$ cat src/rtl/interval_timer_pkg.sv
// Shared types and helpers for the interval timer.
// Assumes exactly four prescaler taps selected by a two-bit code.
package interval_timer_pkg;

    localparam int unsigned NUM_TAPS = 4;

    typedef logic [1:0] tap_sel_t;

    // Largest of four exponents; sizes the shared prescaler.
    function automatic int unsigned max4(input int unsigned a, input int unsigned b,
                                         input int unsigned c, input int unsigned d);
        int unsigned m;
        m = a;
        if (b > m) m = b;
        if (c > m) m = c;
        if (d > m) m = d;
        return m;
    endfunction

endpackage

$ cat src/rtl/interval_timer_presc.sv
// Free-running prescaler with four divide taps.
// Each tap pulses tick for one cycle when its low EXP bits are all ones,
// giving one tick every 2^EXP clocks. A clear zeroes the prescaler.
// Assumes every exponent is at least 1.
module interval_timer_presc
    import interval_timer_pkg::*;
#(
    parameter int unsigned EXP0 = 13,
    parameter int unsigned EXP1 = 10,
    parameter int unsigned EXP2 = 8,
    parameter int unsigned EXP3 = 6
) (
    input  logic     clk_i,
    input  logic     rst_ni,
    input  logic     clr_i,
    input  tap_sel_t sel_i,
    output logic     tick_o
);

    localparam int unsigned PRE_W = max4(EXP0, EXP1, EXP2, EXP3);
    localparam int unsigned EXPS [NUM_TAPS] = '{EXP0, EXP1, EXP2, EXP3};

    logic [PRE_W-1:0]    pre_q;
    logic [NUM_TAPS-1:0] tap_hit;

    // Prescaler advance; reset and clear both restart it at zero.
    always_ff @(posedge clk_i) begin
        if (!rst_ni || clr_i) pre_q <= '0;
        else                  pre_q <= pre_q + 1'b1;
    end

    // One all-ones detector per tap.
    for (genvar g = 0; g < NUM_TAPS; g++) begin : g_tap
        assign tap_hit[g] = &pre_q[EXPS[g]-1:0];
    end

    // Tap multiplexer.
    always_comb tick_o = tap_hit[sel_i];

endmodule

$ cat src/rtl/interval_timer_cnt.sv
// Interval counter: advances on each tick and flags a wrap when a tick
// arrives at the all-ones value. Clear has priority over counting and
// suppresses the wrap flag in that cycle.
module interval_timer_cnt #(
    parameter int unsigned CNT_W = 8
) (
    input  logic             clk_i,
    input  logic             rst_ni,
    input  logic             clr_i,
    input  logic             tick_i,
    output logic [CNT_W-1:0] cnt_o,
    output logic             wrap_o
);

    logic [CNT_W-1:0] cnt_q;

    // Count ticks; wraps naturally from all ones to zero.
    always_ff @(posedge clk_i) begin
        if (!rst_ni || clr_i) cnt_q <= '0;
        else if (tick_i)      cnt_q <= cnt_q + 1'b1;
    end

    // Wrap event for the interrupt flag and the clock output.
    always_comb wrap_o = tick_i && (&cnt_q) && !clr_i;

    assign cnt_o = cnt_q;

endmodule

$ cat src/rtl/interval_timer_stab.sv
// Stabilization wait: counts 2^(STAB_EXP+CNT_W) clocks after reset,
// then raises the run enable and holds it until the next reset.
module interval_timer_stab #(
    parameter int unsigned STAB_EXP = 9,
    parameter int unsigned CNT_W    = 8
) (
    input  logic clk_i,
    input  logic rst_ni,
    output logic run_o
);

    localparam int unsigned WAIT_W = STAB_EXP + CNT_W;

    logic [WAIT_W-1:0] wait_q;
    logic              run_q;

    // Wait counter; stops once the enable is up.
    always_ff @(posedge clk_i) begin
        if (!rst_ni)     wait_q <= '0;
        else if (!run_q) wait_q <= wait_q + 1'b1;
    end

    // Enable goes high on the edge that completes the wait.
    always_ff @(posedge clk_i) begin
        if (!rst_ni)          run_q <= 1'b0;
        else if (&wait_q)     run_q <= 1'b1;
    end

    assign run_o = run_q;

endmodule

$ cat src/rtl/interval_timer_out.sv
// Interrupt flag and square-wave output. The flag is set by a wrap and
// cleared by software; a wrap in the same cycle wins. The output pin
// toggles on each wrap.
module interval_timer_out (
    input  logic clk_i,
    input  logic rst_ni,
    input  logic wrap_i,
    input  logic irq_clr_i,
    output logic irq_o,
    output logic clk_out_o
);

    logic irq_q;
    logic pin_q;

    // Interrupt request flag, set priority.
    always_ff @(posedge clk_i) begin
        if (!rst_ni)        irq_q <= 1'b0;
        else if (wrap_i)    irq_q <= 1'b1;
        else if (irq_clr_i) irq_q <= 1'b0;
    end

    // Output pin toggle on wrap.
    always_ff @(posedge clk_i) begin
        if (!rst_ni)     pin_q <= 1'b0;
        else if (wrap_i) pin_q <= ~pin_q;
    end

    assign irq_o     = irq_q;
    assign clk_out_o = pin_q;

endmodule

$ cat src/rtl/interval_timer.sv
// Basic interval timer top. Holds the active interval selection, which
// is loaded only by a mode write with the clear bit set, and wires the
// prescaler, counter, stabilization wait and output stage together.
module interval_timer
    import interval_timer_pkg::*;
#(
    parameter int unsigned CNT_W    = 8,
    parameter int unsigned EXP0     = 13,
    parameter int unsigned EXP1     = 10,
    parameter int unsigned EXP2     = 8,
    parameter int unsigned EXP3     = 6,
    parameter int unsigned STAB_EXP = 9
) (
    input  logic       clk_i,
    input  logic       rst_ni,
    input  logic       mode_we_i,
    input  logic [1:0] mode_sel_i,
    input  logic       mode_clr_i,
    input  logic       irq_clr_i,
    output logic       irq_o,
    output logic       clk_out_o,
    output logic       cpu_run_o
);

    tap_sel_t         sel_q;
    logic             clr_w;
    logic             tick_w;
    logic             wrap_w;
    logic [CNT_W-1:0] cnt_w;

    // A clear takes effect only when written with the strobe.
    always_comb clr_w = mode_we_i && mode_clr_i;

    // Active selection register; new code loads with a clear write.
    always_ff @(posedge clk_i) begin
        if (!rst_ni)    sel_q <= '0;
        else if (clr_w) sel_q <= tap_sel_t'(mode_sel_i);
    end

    interval_timer_presc #(
        .EXP0(EXP0), .EXP1(EXP1), .EXP2(EXP2), .EXP3(EXP3)
    ) presc_i (
        .clk_i  (clk_i),
        .rst_ni (rst_ni),
        .clr_i  (clr_w),
        .sel_i  (sel_q),
        .tick_o (tick_w)
    );

    interval_timer_cnt #(
        .CNT_W(CNT_W)
    ) cnt_i (
        .clk_i  (clk_i),
        .rst_ni (rst_ni),
        .clr_i  (clr_w),
        .tick_i (tick_w),
        .cnt_o  (cnt_w),
        .wrap_o (wrap_w)
    );

    interval_timer_stab #(
        .STAB_EXP(STAB_EXP), .CNT_W(CNT_W)
    ) stab_i (
        .clk_i  (clk_i),
        .rst_ni (rst_ni),
        .run_o  (cpu_run_o)
    );

    interval_timer_out out_i (
        .clk_i     (clk_i),
        .rst_ni    (rst_ni),
        .wrap_i    (wrap_w),
        .irq_clr_i (irq_clr_i),
        .irq_o     (irq_o),
        .clk_out_o (clk_out_o)
    );

endmodule

$ cat config.mk
export PLATFORM = sky130hd
export DESIGN_NAME = interval_timer
export DESIGN_NICKNAME = d
export VERILOG_FILES = /design/src/rtl/interval_timer_pkg.sv /design/src/rtl/interval_timer_presc.sv /design/src/rtl/interval_timer_cnt.sv /design/src/rtl/interval_timer_stab.sv /design/src/rtl/interval_timer_out.sv /design/src/rtl/interval_timer.sv
export SDC_FILE = /design/constraint.sdc
export NUM_CORES = 1
export LEC_CHECK = 0
export CORE_MARGIN = 4
export CORE_UTILIZATION = 54
export DETAILED_ROUTE_END_ITERATION = 8
export DONT_BUFFER_PORTS = 1
export GPL_TIMING_DRIVEN = 0
export PLACE_DENSITY = 0.8
export SLEW_MARGIN = 20
export SYNTH_ARGS = -nofsm -noshare
export SYNTH_HDL_FRONTEND = slang
export SYNTH_SLANG_ARGS = --single-unit
$ cat constraint.sdc
create_clock -name clk_i -period 5.55 [get_ports clk_i]
set_clock_uncertainty 0.1 [all_clocks]
set_input_delay 0.2775 -clock clk_i [delete_from_list [all_inputs] [get_ports clk_i]]
set_output_delay 0.2775 -clock clk_i [all_outputs]
set_load 0.01 [all_outputs]
# After elaboration in Yosys (flattened, before gate mapping)
# Index checks and enable logic that the tools add are counted.
[totals]
mem_count = 0
ramBits = 0
word_cells = 29
mem_bits_ro = 0
latchBits = 0
regBits = 43
[op_classes]
div = 0
magnitude_cmp = 1
n_reduce_logical = 13
add_sub_neg = 3
n_bitwise = 1
shift = 0
multipliers = 0
n_mux = 4
eq_ne = 0
[ops]
columns = ["op", "count"]
rows = [
  ["$add 17x1->17 const B", 1],
  ["$reduce_and 17->1", 1],
  ["$reduce_and 8->1", 2],
  ["$add 13x1->13 const B", 1],
  ["$reduce_and 13->1", 1],
  ["$reduce_and 10->1", 1],
  ["$add 8x1->8 const B", 1],
  ["$reduce_and 6->1", 1],
  ["$logic_and 1x1->1", 3],
  ["$lt 2x3->1 const B", 1],
  ["$mux 1", 3],
  ["$bmux 1 s2", 1],
  ["$logic_not 1->1", 2],
  ["$reduce_bool 2->1", 1],
  ["$logic_or 1x1->1", 1],
  ["$not 1->1", 1],
]

# Depth between registers and ports, before layout
# Gate-level depths: netlist of run 1.
[depth]
depth_word = 6
depth_mapped = 7
ltp_nobuf = 7

# Modules after synthesis
# From an unflattened synthesis of run 1, not the netlist that was laid out.
[hier_totals]
cells_unflattened = 209
area_unflattened_um2 = 1964.4
[by_module_without_submodules]
columns = ["module", "n_inst", "area_per_inst_um2", "cells_each"]
rows = [
  ["interval_timer_stab", 1, 853.3, 85],
  ["interval_timer_presc", 1, 600.6, 69],
  ["interval_timer_cnt", 1, 355.3, 40],
  ["interval_timer", 1, 86.3, 9],
  ["interval_timer_out", 1, 68.8, 6],
]

# Worst setup path before layout of run 1
# Ideal clock, no wire load.
[synth_path]
path_type = "register -> register"
startpoint = "reg presc_i.pre_q[0]"
endpoint = "reg cnt_i.cnt_q[7] (netlist: cnt_i.cnt_o[7])"
arrival_time_ns = 1.563
path_buffers = 1
required_ns = 5.380
slack_ns = 3.817
setup_time_ns = 0.070
path_stages_with_launch = 7
cell_sequence = "dfxtp_1 -> ha_1 -> and4b_1 -> buf_6 -> nand2_4 -> or4_1 -> a21oi_1"
[synth_between]
elab_chain_cells = 3
elab_cells_between_ends = 6
cone_classes = "mux: 2; reduce/logical: 4"
[synth_rtl]
columns = ["item", "line_no", "rtl"]
rows = [
  ["start, declared", "interval_timer_presc.sv:23", "logic [PRE_W-1:0] pre_q;"],
  ["start signal, assigned", "interval_timer_presc.sv:29", "else pre_q <= pre_q + 1'b1;"],
  ["$reduce_and 13->1 (tied with other cells)", "interval_timer_presc.sv:34", "assign tap_hit[g] = &pre_q[EXPS[g]-1:0];"],
  ["$bmux 1 s2 *", "interval_timer_presc.sv:38", "always_comb tick_o = tap_hit[sel_i];"],
  ["$mux 1 (not written as such) *", "interval_timer_presc.sv:38", ""],
  ["end signal, assigned", "interval_timer_cnt.sv:20", "else if (tick_i) cnt_q <= cnt_q + 1'b1;"],
  ["end, declared", "interval_timer_cnt.sv:15", "logic [CNT_W-1:0] cnt_q;"],
]
# Mark *: on every way between the ends. The rest lies on a longest branch, timed or not. The select of a mux whose other input is x is not followed.
# A chain may end at the register's enable or synchronous reset.

# Final worst setup path of run 1
[layout_path]
startpoint = "reg stab_i.wait_q[8]"
endpoint = "reg stab_i.wait_q[16]"
[layout_between]
elab_chain_cells = 1
[layout_rtl]
columns = ["item", "line_no", "rtl"]
rows = [
  ["start, declared", "interval_timer_stab.sv:14", "logic [WAIT_W-1:0] wait_q;"],
  ["start signal, assigned", "interval_timer_stab.sv:20", "else if (!run_q) wait_q <= wait_q + 1'b1;"],
  ["$add 17x1->17", "interval_timer_stab.sv:20", ""],
]
# No other way between the ends.

==> results.toml, run 1 <==
[layout]
drive_above_1_share = 0.0826
fin_cells = 264
syn_to_final_growth_pct = 8.30
finish.net_count = 228
antenna_cells = 0
final_cell_mix = "43 x dfxtp_1, 21 x nor2_1, 19 x nand2_1, 16 x xor2_1, 12 x nand3_1"
n_fill_cell = 306
stdcell_area_um2 = 2060
final_common_cell = "dfxtp_1"

[drt]
num_vias = 1401
avgViaCountPerCell = 5.31
post_drt_wl_per_cell_um = 11.9
detail-route-antenna-nets = 0
postRouteWirelength_um = 3150
drt_iter0_drc = 56
drc_errors = 0
drt_pre_antenna_iters = 4

[logic_synthesis]
muxShareOfSynthArea = 0.0158
netlist_instances = 205
ys_warn_count = 0
netlist_area_um2 = 1900
ys.flop_type = "dfxtp_1"
synth_area_per_cell_um2 = 9.26
synth_top_family_by_area = "simple AND/OR/NAND/NOR gates"
synth-edff-count = 0
ys_seq_area_frac = 0.453
synth-xor-area-share = 0.120
synth_compound_area_frac = 0.0784
ys_types = 40
yosys.area_share.simple = 0.282
synthAdderAreaFrac = 0.0264
syn_nets = 216
synth-seq-cells = 43
synthArstFlopShare = 0

[global_routing]
grt_start_max_net_pins = 13
grt_pass1_vias = 1326
grt_pass1_wl_um = 5580
grt-ovfl-total = 0
grt_usage = 0.165
grt_antenna_before_repair = 0

[place]
gp_congestion = 0.780
place_area_um2 = 1960
dp_slack_ps = 3650
io_buffers = 0
dp_cells = 251
place_hpwl_um = 2170

[status]
status = "finished, final reports clean"

[floorplanning]
die_area_um2 = 4530
rows = 21
core_area_um2 = 3360
ios = 10
die_width_um = 67.3
die_y_um = 67.3
initial_core_util = 0.565

[timing]
setup_tns_ps = 0
setup_viol = 0
period_needed_ps = 1910
rsz0062_at_grt = "false"
slew_headroom = 0.708
period_share = 0.345
fmax_mhz = 522
tightest_slew_ps = 438
hold_viol = 0
fin_ws_ps = 3640
drv_slew = 0

[clock_tree]
ctsHtreeMaxLevel = 2
cts.sinks = 43
post_cts_buffers = 0
hold_buffers = 5
cts_resized = 0
numCtsBuffers = 5
cts_root_buf = "clkbuf_4"
clock_path_buffers = 2
clkLatencyLatePin_ps = 350
clk_pin_slew_ps = 120
cts_tree = "done"

[setup_path]
crit_chain = "nand3_1 -> nor2_1 -> nand4_1 -> nor4_1 -> ha_1 -> mux2i_1 -> nor2b_1"
arrival_ps = 2070
cpPeakStageDelay_ps = 410
path_max_fanout = 4
criticalPathCategory = "register to register"
cp.required_ps = 5710
endpoint_kind = "register"
crit_path_top_delay_cell = "dfxtp_1"
cp-start-kind = "register"

[power_and_ir_drop]
pwr_density_cell_nw_per_um2 = 234
leakage_nw = 0.737
irDropWorstVdd_mv = 0.170

[hold_path]
min_path_type = "input pin to register"

[flow_run]
drv_cap = 0
metrics by stage:
step / utilization / total power, mW / hold slack, ps
after floorplan: - / 0.336 / 331
after global placement: 0.582 / 0.340 / 334
after detailed placement: 0.582 / 0.340 / 338
after CTS: 0.612 / 0.487 / 32.0
after global routing: 0.612 / 0.503 / 37.4
final: 0.612 / 0.482 / 37.2
cell families after synthesis:
| kind of cell | count (synthesis) |
|---|---|
| multiplexers | 3 |
| AND/OR/NAND/NOR | 99 |
| adder cells (fa/ha/maj) | 4 |
| buffers and inverters | 8 |
| XOR/XNOR | 26 |
| AO/OA/AOI/OAI | 22 |
| flip-flops | 43 |
area by class of cell:
type,count,area (um^2),area share
clock buffers,7,45.0,0.0219
clock inverters,1,5.00,0.00243
well taps,46,57.6,0.0280
plain buffers,6,38.8,0.0189
inverters,2,7.51,0.00365
repair buffers,5,50.0,0.0243
multi-input cells,154,992,0.482
flip-flops and latches,43,861,0.418
Yosys cell counts (all sizes together) (2+ instances only):
| cell type | count | area (um^2) |
|---|---|---|
| dfxtp | 43 | 861 |
| nand4 | 8 | 50.1 |
| nand2b | 2 | 12.5 |
| and3 | 4 | 31.3 |
| and4 | 2 | 18.8 |
| clkbuf | 3 | 11.3 |
| ha | 4 | 50.1 |
| nand2 | 20 | 82.6 |
| a21boi | 7 | 52.6 |
| and2 | 12 | 76.3 |
| a21oi | 4 | 20.0 |
| or3 | 6 | 38.8 |
| o21a | 2 | 15.0 |
| mux2i | 3 | 30.0 |
| nor2b | 4 | 25.0 |
| buf | 3 | 27.5 |
| inv | 2 | 7.51 |
| xnor2 | 10 | 87.6 |
| xor2 | 16 | 140 |
| nor2 | 21 | 78.8 |
| nand3 | 12 | 60.1 |
| o21ai | 6 | 30.0 |
report_power, final:
| part | total (mW) | internal, mW | switching (mW) |
|---|---|---|---|
| Clock | 0.145 | 0.0495 | 0.0957 |
| Sequential | 0.316 | 0.312 | 0.00373 |
| Combinational | 0.0204 | 0.0101 | 0.0104 |
per-layer routing:
| layer | vias up | part of all wire | track usage |
|---|---|---|---|
| met4 | 0 | 0.025 | 0.0987 |
| met1 | 637 | 0.48 | 0.201 |
| met3 | 8 | 0.041 | 0.0366 |
| li1 | 731 | - | - |
| met5 | - | 0 | 0 |
| met2 | 25 | 0.46 | 0.264 |
critical path, delay by kind of cell (launching register included):
family,cells,cell delay [ps]
flip-flops,1,410
multiplexers,1,120
adder cells (fa/ha/maj),1,290
AND/OR/NAND/NOR,5,900
state kept, by name, summed over array words and instances, names as in the netlist:
register	cells
out_i.irq_o	1
stab_i.run_o	1
stab_i.wait_q	17
out_i.clk_out_o	1
cnt_i.cnt_o	8
presc_i.pre_q	13
sel_q	2
path summary, 6_finish.rpt:
| check | startpoint | endpoint | slack [ps] | cells past startpoint |
|---|---|---|---|---|
| setup / recovery | stab_i.wait_q[8]$_SDFFE_PN0N_ | stab_i.wait_q[16]$_SDFFE_PN0N_ | 3640 | 7 |
| hold / removal | irq_clr_i | out_i.irq_o$_SDFFE_PN0P_ | 40 | 2 |
| setup reg to reg | stab_i.wait_q[8]$_SDFFE_PN0N_ | stab_i.wait_q[16]$_SDFFE_PN0N_ | 3640 | 7 |
| hold reg to reg | cnt_i.cnt_o[7]$_SDFFE_PP0P_ | cnt_i.cnt_o[7]$_SDFFE_PP0P_ | 390 | 2 |
Power figures use the tool's default switching activity.
==> run 2: changes to the inputs <==
Settings changed: PLACE_DENSITY 0.8 to 0.83.
Clock period 5.55 ns to 1.6 ns, I/O delays scaled along.
==> run 2 against run 1 <==
  * The flow now finishes with violations (negative setup slack)
  * Fmax rose by 8.2%
  * Sequential power rose to 3.4 times the previous value
  * Worst hold slack got worse by 2.3 ps
  * Critical path depth fell by 2
  * Cell count increased by 8.7%
  * Critical path type unchanged
  * Largest power group unchanged
  * Highest routed layer unchanged
==> results.toml, run 2 (synthesis results as in run 1) <==
[status]
status = "finished, violations left"
violations = "negative setup slack"

[timing]
period_share = 1.11
setup_tns_ps = -780
hold_slack_ps = 34.9
slew_headroom = 0.680
tightest_slew_ps = 480
drv_slew = 0
setup_viol = 7
rsz0062_at_grt = "true"
hold_viol = 0
period_needed_ps = 1770
fin_ws_ps = -169
fmax_mhz = 565

[flow_run]
drv_cap = 0

[clock_tree]
clock_path_buffers = 2
clkLatencyLatePin_ps = 360
numCtsBuffers = 5
clk_pin_slew_ps = 130
cts_root_buf = "clkbuf_4"
ctsHtreeMaxLevel = 2
cts_tree = "done"
cts.sinks = 43

[setup_path]
r2r_end = "stab_i.wait_q[11]$_SDFFE_PN0N_"
ff2ff_path_depth = 5
worst-r2r-setup-slack_ps = -170
cp.required_ps = 1800
cp-start-kind = "register"
endpoint_kind = "register"
path_max_fanout = 7
criticalPathCategory = "register to register"
arrival_ps = 1960
r2r_start = "stab_i.run_o$_SDFFE_PN0P_"

[floorplanning]
core_area_um2 = 3360
die_area_um2 = 4530
ios = 10
rows = 21
die_y_um = 67.3
initial_core_util = 0.565
die_width_um = 67.3

[place]
gp_congestion = 0.812
place_area_um2 = 1990
place_hpwl_um = 2340
io_buffers = 0
dp_slack_ps = -216
dp_cells = 251

[global_routing]
grt_usage = 0.209
grt_pass1_vias = 1545
grt_start_max_net_pins = 15
grt_antenna_before_repair = 0
grt_pass1_wl_um = 7160
grt-ovfl-total = 0

[power_and_ir_drop]
p_total_mw = 1.89
leakage_nw = 0.899
irDropWorstVdd_mv = 0.699
pwr_density_cell_nw_per_um2 = 787

[layout]
n_fill_cell = 243
largest_reg_flops = 17
stdcell_area_um2 = 2400
finish.net_count = 251
top_register = "stab_i.wait_q"
fin_util = 0.713
drive_above_1_share = 0.295
final_cell_mix = "26 x dfxtp_1, 19 x nand2_1, 19 x buf_4, 18 x nor2_1, 16 x xor2_1"
fin_cells = 287
final_common_cell = "dfxtp_1"
syn_to_final_growth_pct = 26.2
antenna_cells = 0

[drt]
detail-route-antenna-nets = 0
num_vias = 1543
post_drt_wl_per_cell_um = 15.1
drt_pre_antenna_iters = 4
avgViaCountPerCell = 5.38
drt_iter0_drc = 75
postRouteWirelength_um = 4340
drc_errors = 0

[hold_path]
hp-start = "rst_ni"
holdPathStages = 2
min_to = "stab_i.wait_q[1]$_SDFFE_PN0N_"
min_path_type = "input pin to register"
==> run 2: how the worst max path moves through the flow <==
stage                                   from  cells after the start                        endpoint  slack [ps]
2_1_floorplan    presc_i.pre_q[2]$_SDFF_PP0_                      6     cnt_i.cnt_o[7]$_SDFFE_PP0P_         -50
3_3_place_gp   stab_i.wait_q[8]$_SDFFE_PN0N_                      7  stab_i.wait_q[16]$_SDFFE_PN0N_        -150
3_5_place_dp     presc_i.pre_q[6]$_SDFF_PP0_                      5    out_i.clk_out_o$_SDFFE_PN0P_        -220
4_1_cts        stab_i.wait_q[8]$_SDFFE_PN0N_                      7  stab_i.wait_q[16]$_SDFFE_PN0N_        -180
5_1_grt            stab_i.run_o$_SDFFE_PN0P_                      5  stab_i.wait_q[15]$_SDFFE_PN0N_        -230
6_report           stab_i.run_o$_SDFFE_PN0P_                      5  stab_i.wait_q[11]$_SDFFE_PN0N_        -170
==> run 2: timing repair <==
item / 4_1_cts / 5_1_grt
hold buffers: 8 / 0
resized for setup: 27 / 9
pin swaps: 13 / 11
setup endpoints to repair: 12 / 15
setup buffers: 15 / 5
hold endpoints to repair: 19 / 0
==> run 2: critical path: stages, from the launching register on <==
cell and delay [ps]:
dfxtp_4 380, buf_6 120, and3b_1 230, or3b_4 430
or3_1 320, a21boi_1 130
==> run 2: power breakdown <==
group	switching, mW	internal (mW)	total, mW
clock	0.369	0.329	0.698
sequential	0.0128	1.08	1.09
combinational	0.0494	0.0487	0.0982
total	0.431	1.46	1.89
==> run 2: final cells by class <==
class,instances,area [um^2],area share
Inverter,2,7.51,0.00313
Multi-Input combinational cell,154,1080,0.449
Clock buffer,5,37.5,0.0157
Buffer,6,45.0,0.0188
Sequential cell,43,895,0.373
Timing Repair Buffer,28,234,0.0976
Tap cell,46,57.6,0.0240
Clock inverter,3,43.8,0.0183
==> run 2: layer usage <==
layer / vias up / global-route usage / wire, um / share of wire
li1: 770 / - / - / -
met1: 734 / 0.252 / 1960 / 0.45
met2: 32 / 0.355 / 2150 / 0.50
met3: 7 / 0.0466 / 162 / 0.037
met4: 0 / 0.0911 / 66 / 0.015
met5: - / 0 / 0 / 0
==> run 3: changes to the inputs <==
Settings changed: CORE_ASPECT_RATIO set to 0.8, CORE_UTILIZATION 54 to 50, PLACE_DENSITY 0.83 to 0.79.
==> run 3 against run 2 <==
  * The run still ends with negative setup slack left
  * Register-to-register slack improved by 20 ps
  * Fmax rose by 0.95%
  * Global-route usage fell by 5.0 points
  * Critical endpoint unchanged
  * Largest power group unchanged
==> results.toml, run 3 (synthesis results as in run 1) <==
[clock_tree]
clkLatencyLatePin_ps = 290
clock_path_buffers = 2
numCtsBuffers = 5
cts_root_buf = "clkbuf_8"
cts.sinks = 43
clk_pin_slew_ps = 80
cts_tree = "done"
ctsHtreeMaxLevel = 2

[floorplanning]
die_width_um = 76.9
die_area_um2 = 4850
ios = 10
rows = 19
initial_core_util = 0.536
die_y_um = 63.1
core_area_um2 = 3540

[place]
place_hpwl_um = 2190
io_buffers = 0
dp_slack_ps = -211
gp_congestion = 0.797

[hold_path]
hp-start = "mode_we_i"
min_path_type = "input pin to register"

[global_routing]
grt-ovfl-total = 0
grt_use_met3 = 0.0427
grt_start_max_net_pins = 12
grt_busiest_layer = "met2"
grt_pass1_vias = 1359
grt_use_met1 = 0.201
met2_usage = 0.254
grt_usage = 0.159
grt_pass1_wl_um = 6200
grt_antenna_before_repair = 0

[status]
violations = "negative setup slack"
status = "finished, violations left"

[setup_path]
r2r_start = "stab_i.run_o$_SDFFE_PN0P_"
criticalPathCategory = "register to register"
endpoint_kind = "register"
setup.worst_path.start = "stab_i.run_o$_SDFFE_PN0P_"
cp.required_ps = 1730
cp-start-kind = "register"
path_max_fanout = 7
arrival_ps = 1880

[drt]
drt_iter0_drc = 92
avgViaCountPerCell = 5.27
postRouteWirelength_um = 3810
num_vias = 1502
drc_errors = 0
detail-route-antenna-nets = 0
drt_pre_antenna_iters = 4
post_drt_wl_per_cell_um = 13.4

[timing]
fin_ws_ps = -152
rsz0062_at_grt = "true"
period_share = 1.10
drv_slew = 0
hold_viol = 0
slew_headroom = 0.702
fmax_mhz = 571
setup_viol = 9
setup_tns_ps = -750
tightest_slew_ps = 448
period_needed_ps = 1750
hold_slack_ps = 12.7

[layout]
top_register = "stab_i.wait_q"
largest_reg_flops = 17
drive_above_1_share = 0.280
antenna_cells = 0
syn_to_final_growth_pct = 28.6
finish.net_count = 255
n_fill_cell = 251
final_common_cell = "dfxtp_1"
final_cell_mix = "30 x dfxtp_1, 19 x nand2_1, 18 x nor2_1, 18 x buf_4, 16 x xor2_1"

[flow_run]
drv_cap = 0

[power_and_ir_drop]
pwr_density_cell_nw_per_um2 = 747
leakage_nw = 0.910
irDropWorstVdd_mv = 0.471
run 3: cell types whose count changed in the layout (fill, tap and decap cells not counted), sizes merged:
cell and delta:
buf +3, bufinv -1, clkbuf +1, clkinv -2
dlygate4sd3 +1
run 3: area by class of cell:
cell class | count | area (um^2) | share of cell area
plain buffers | 6 | 45.0 | 0.0184
clock buffers | 6 | 72.6 | 0.0297
inverters | 2 | 7.51 | 0.00307
multi-input cells | 154 | 1090 | 0.447
flip-flops and latches | 43 | 892 | 0.365
well taps | 42 | 52.6 | 0.0215
repair buffers | 32 | 282 | 0.115
run 3: repair_timing:
action / CTS / global route
resized for setup: 25 / 15
setup endpoints to repair: 13 / 18
hold buffers: 9 / 0
pin swaps: 16 / 13
endpoints found under the hold margin: 11 / 0
setup buffers: 14 / 9
run 3: worst max-delay path, stage by stage (launching register included):
cell	delay, ps
dfxtp_4	360
buf_6	120
and3b_1	230
or3b_4	430
or3_1	320
a21boi_1	120
run 3: worst paths after layout:
check	to	slack, ps	cells after the start
hold reg to reg	cnt_i.cnt_o[7]$_SDFFE_PP0P_	390	2
setup reg to reg	stab_i.wait_q[11]$_SDFFE_PN0N_	-150	5
hold / removal	sel_q[0]$_SDFFE_PN0P_	10	3
setup / recovery	stab_i.wait_q[11]$_SDFFE_PN0N_	-150	5
run 3: where the power goes:
group          total, mW  switching (mW)  internal [mW]
Clock              0.637           0.346          0.291
Sequential          1.09          0.0124           1.08
Combinational     0.0989          0.0457         0.0532
Total               1.82           0.404           1.42
run 3: through the flow:
stage | power (mW) | std cells | cell area (um^2) | utilization
after floorplan | 1.17 | 205 | 1930 | -
after global routing | 1.88 | 285 | 2440 | 0.690
after global placement | 1.18 | 247 | 1980 | 0.560
final | 1.82 | 285 | 2440 | 0.690
after CTS | 1.82 | 276 | 2320 | 0.656
after detailed placement | 1.19 | 247 | 1980 | 0.560
run 3: layer usage:
layer  wire length [um]  part of all wire
met1               1830              0.48
met4                 90             0.024
met3                124             0.033
met5                  0                 0
met2               1760              0.46
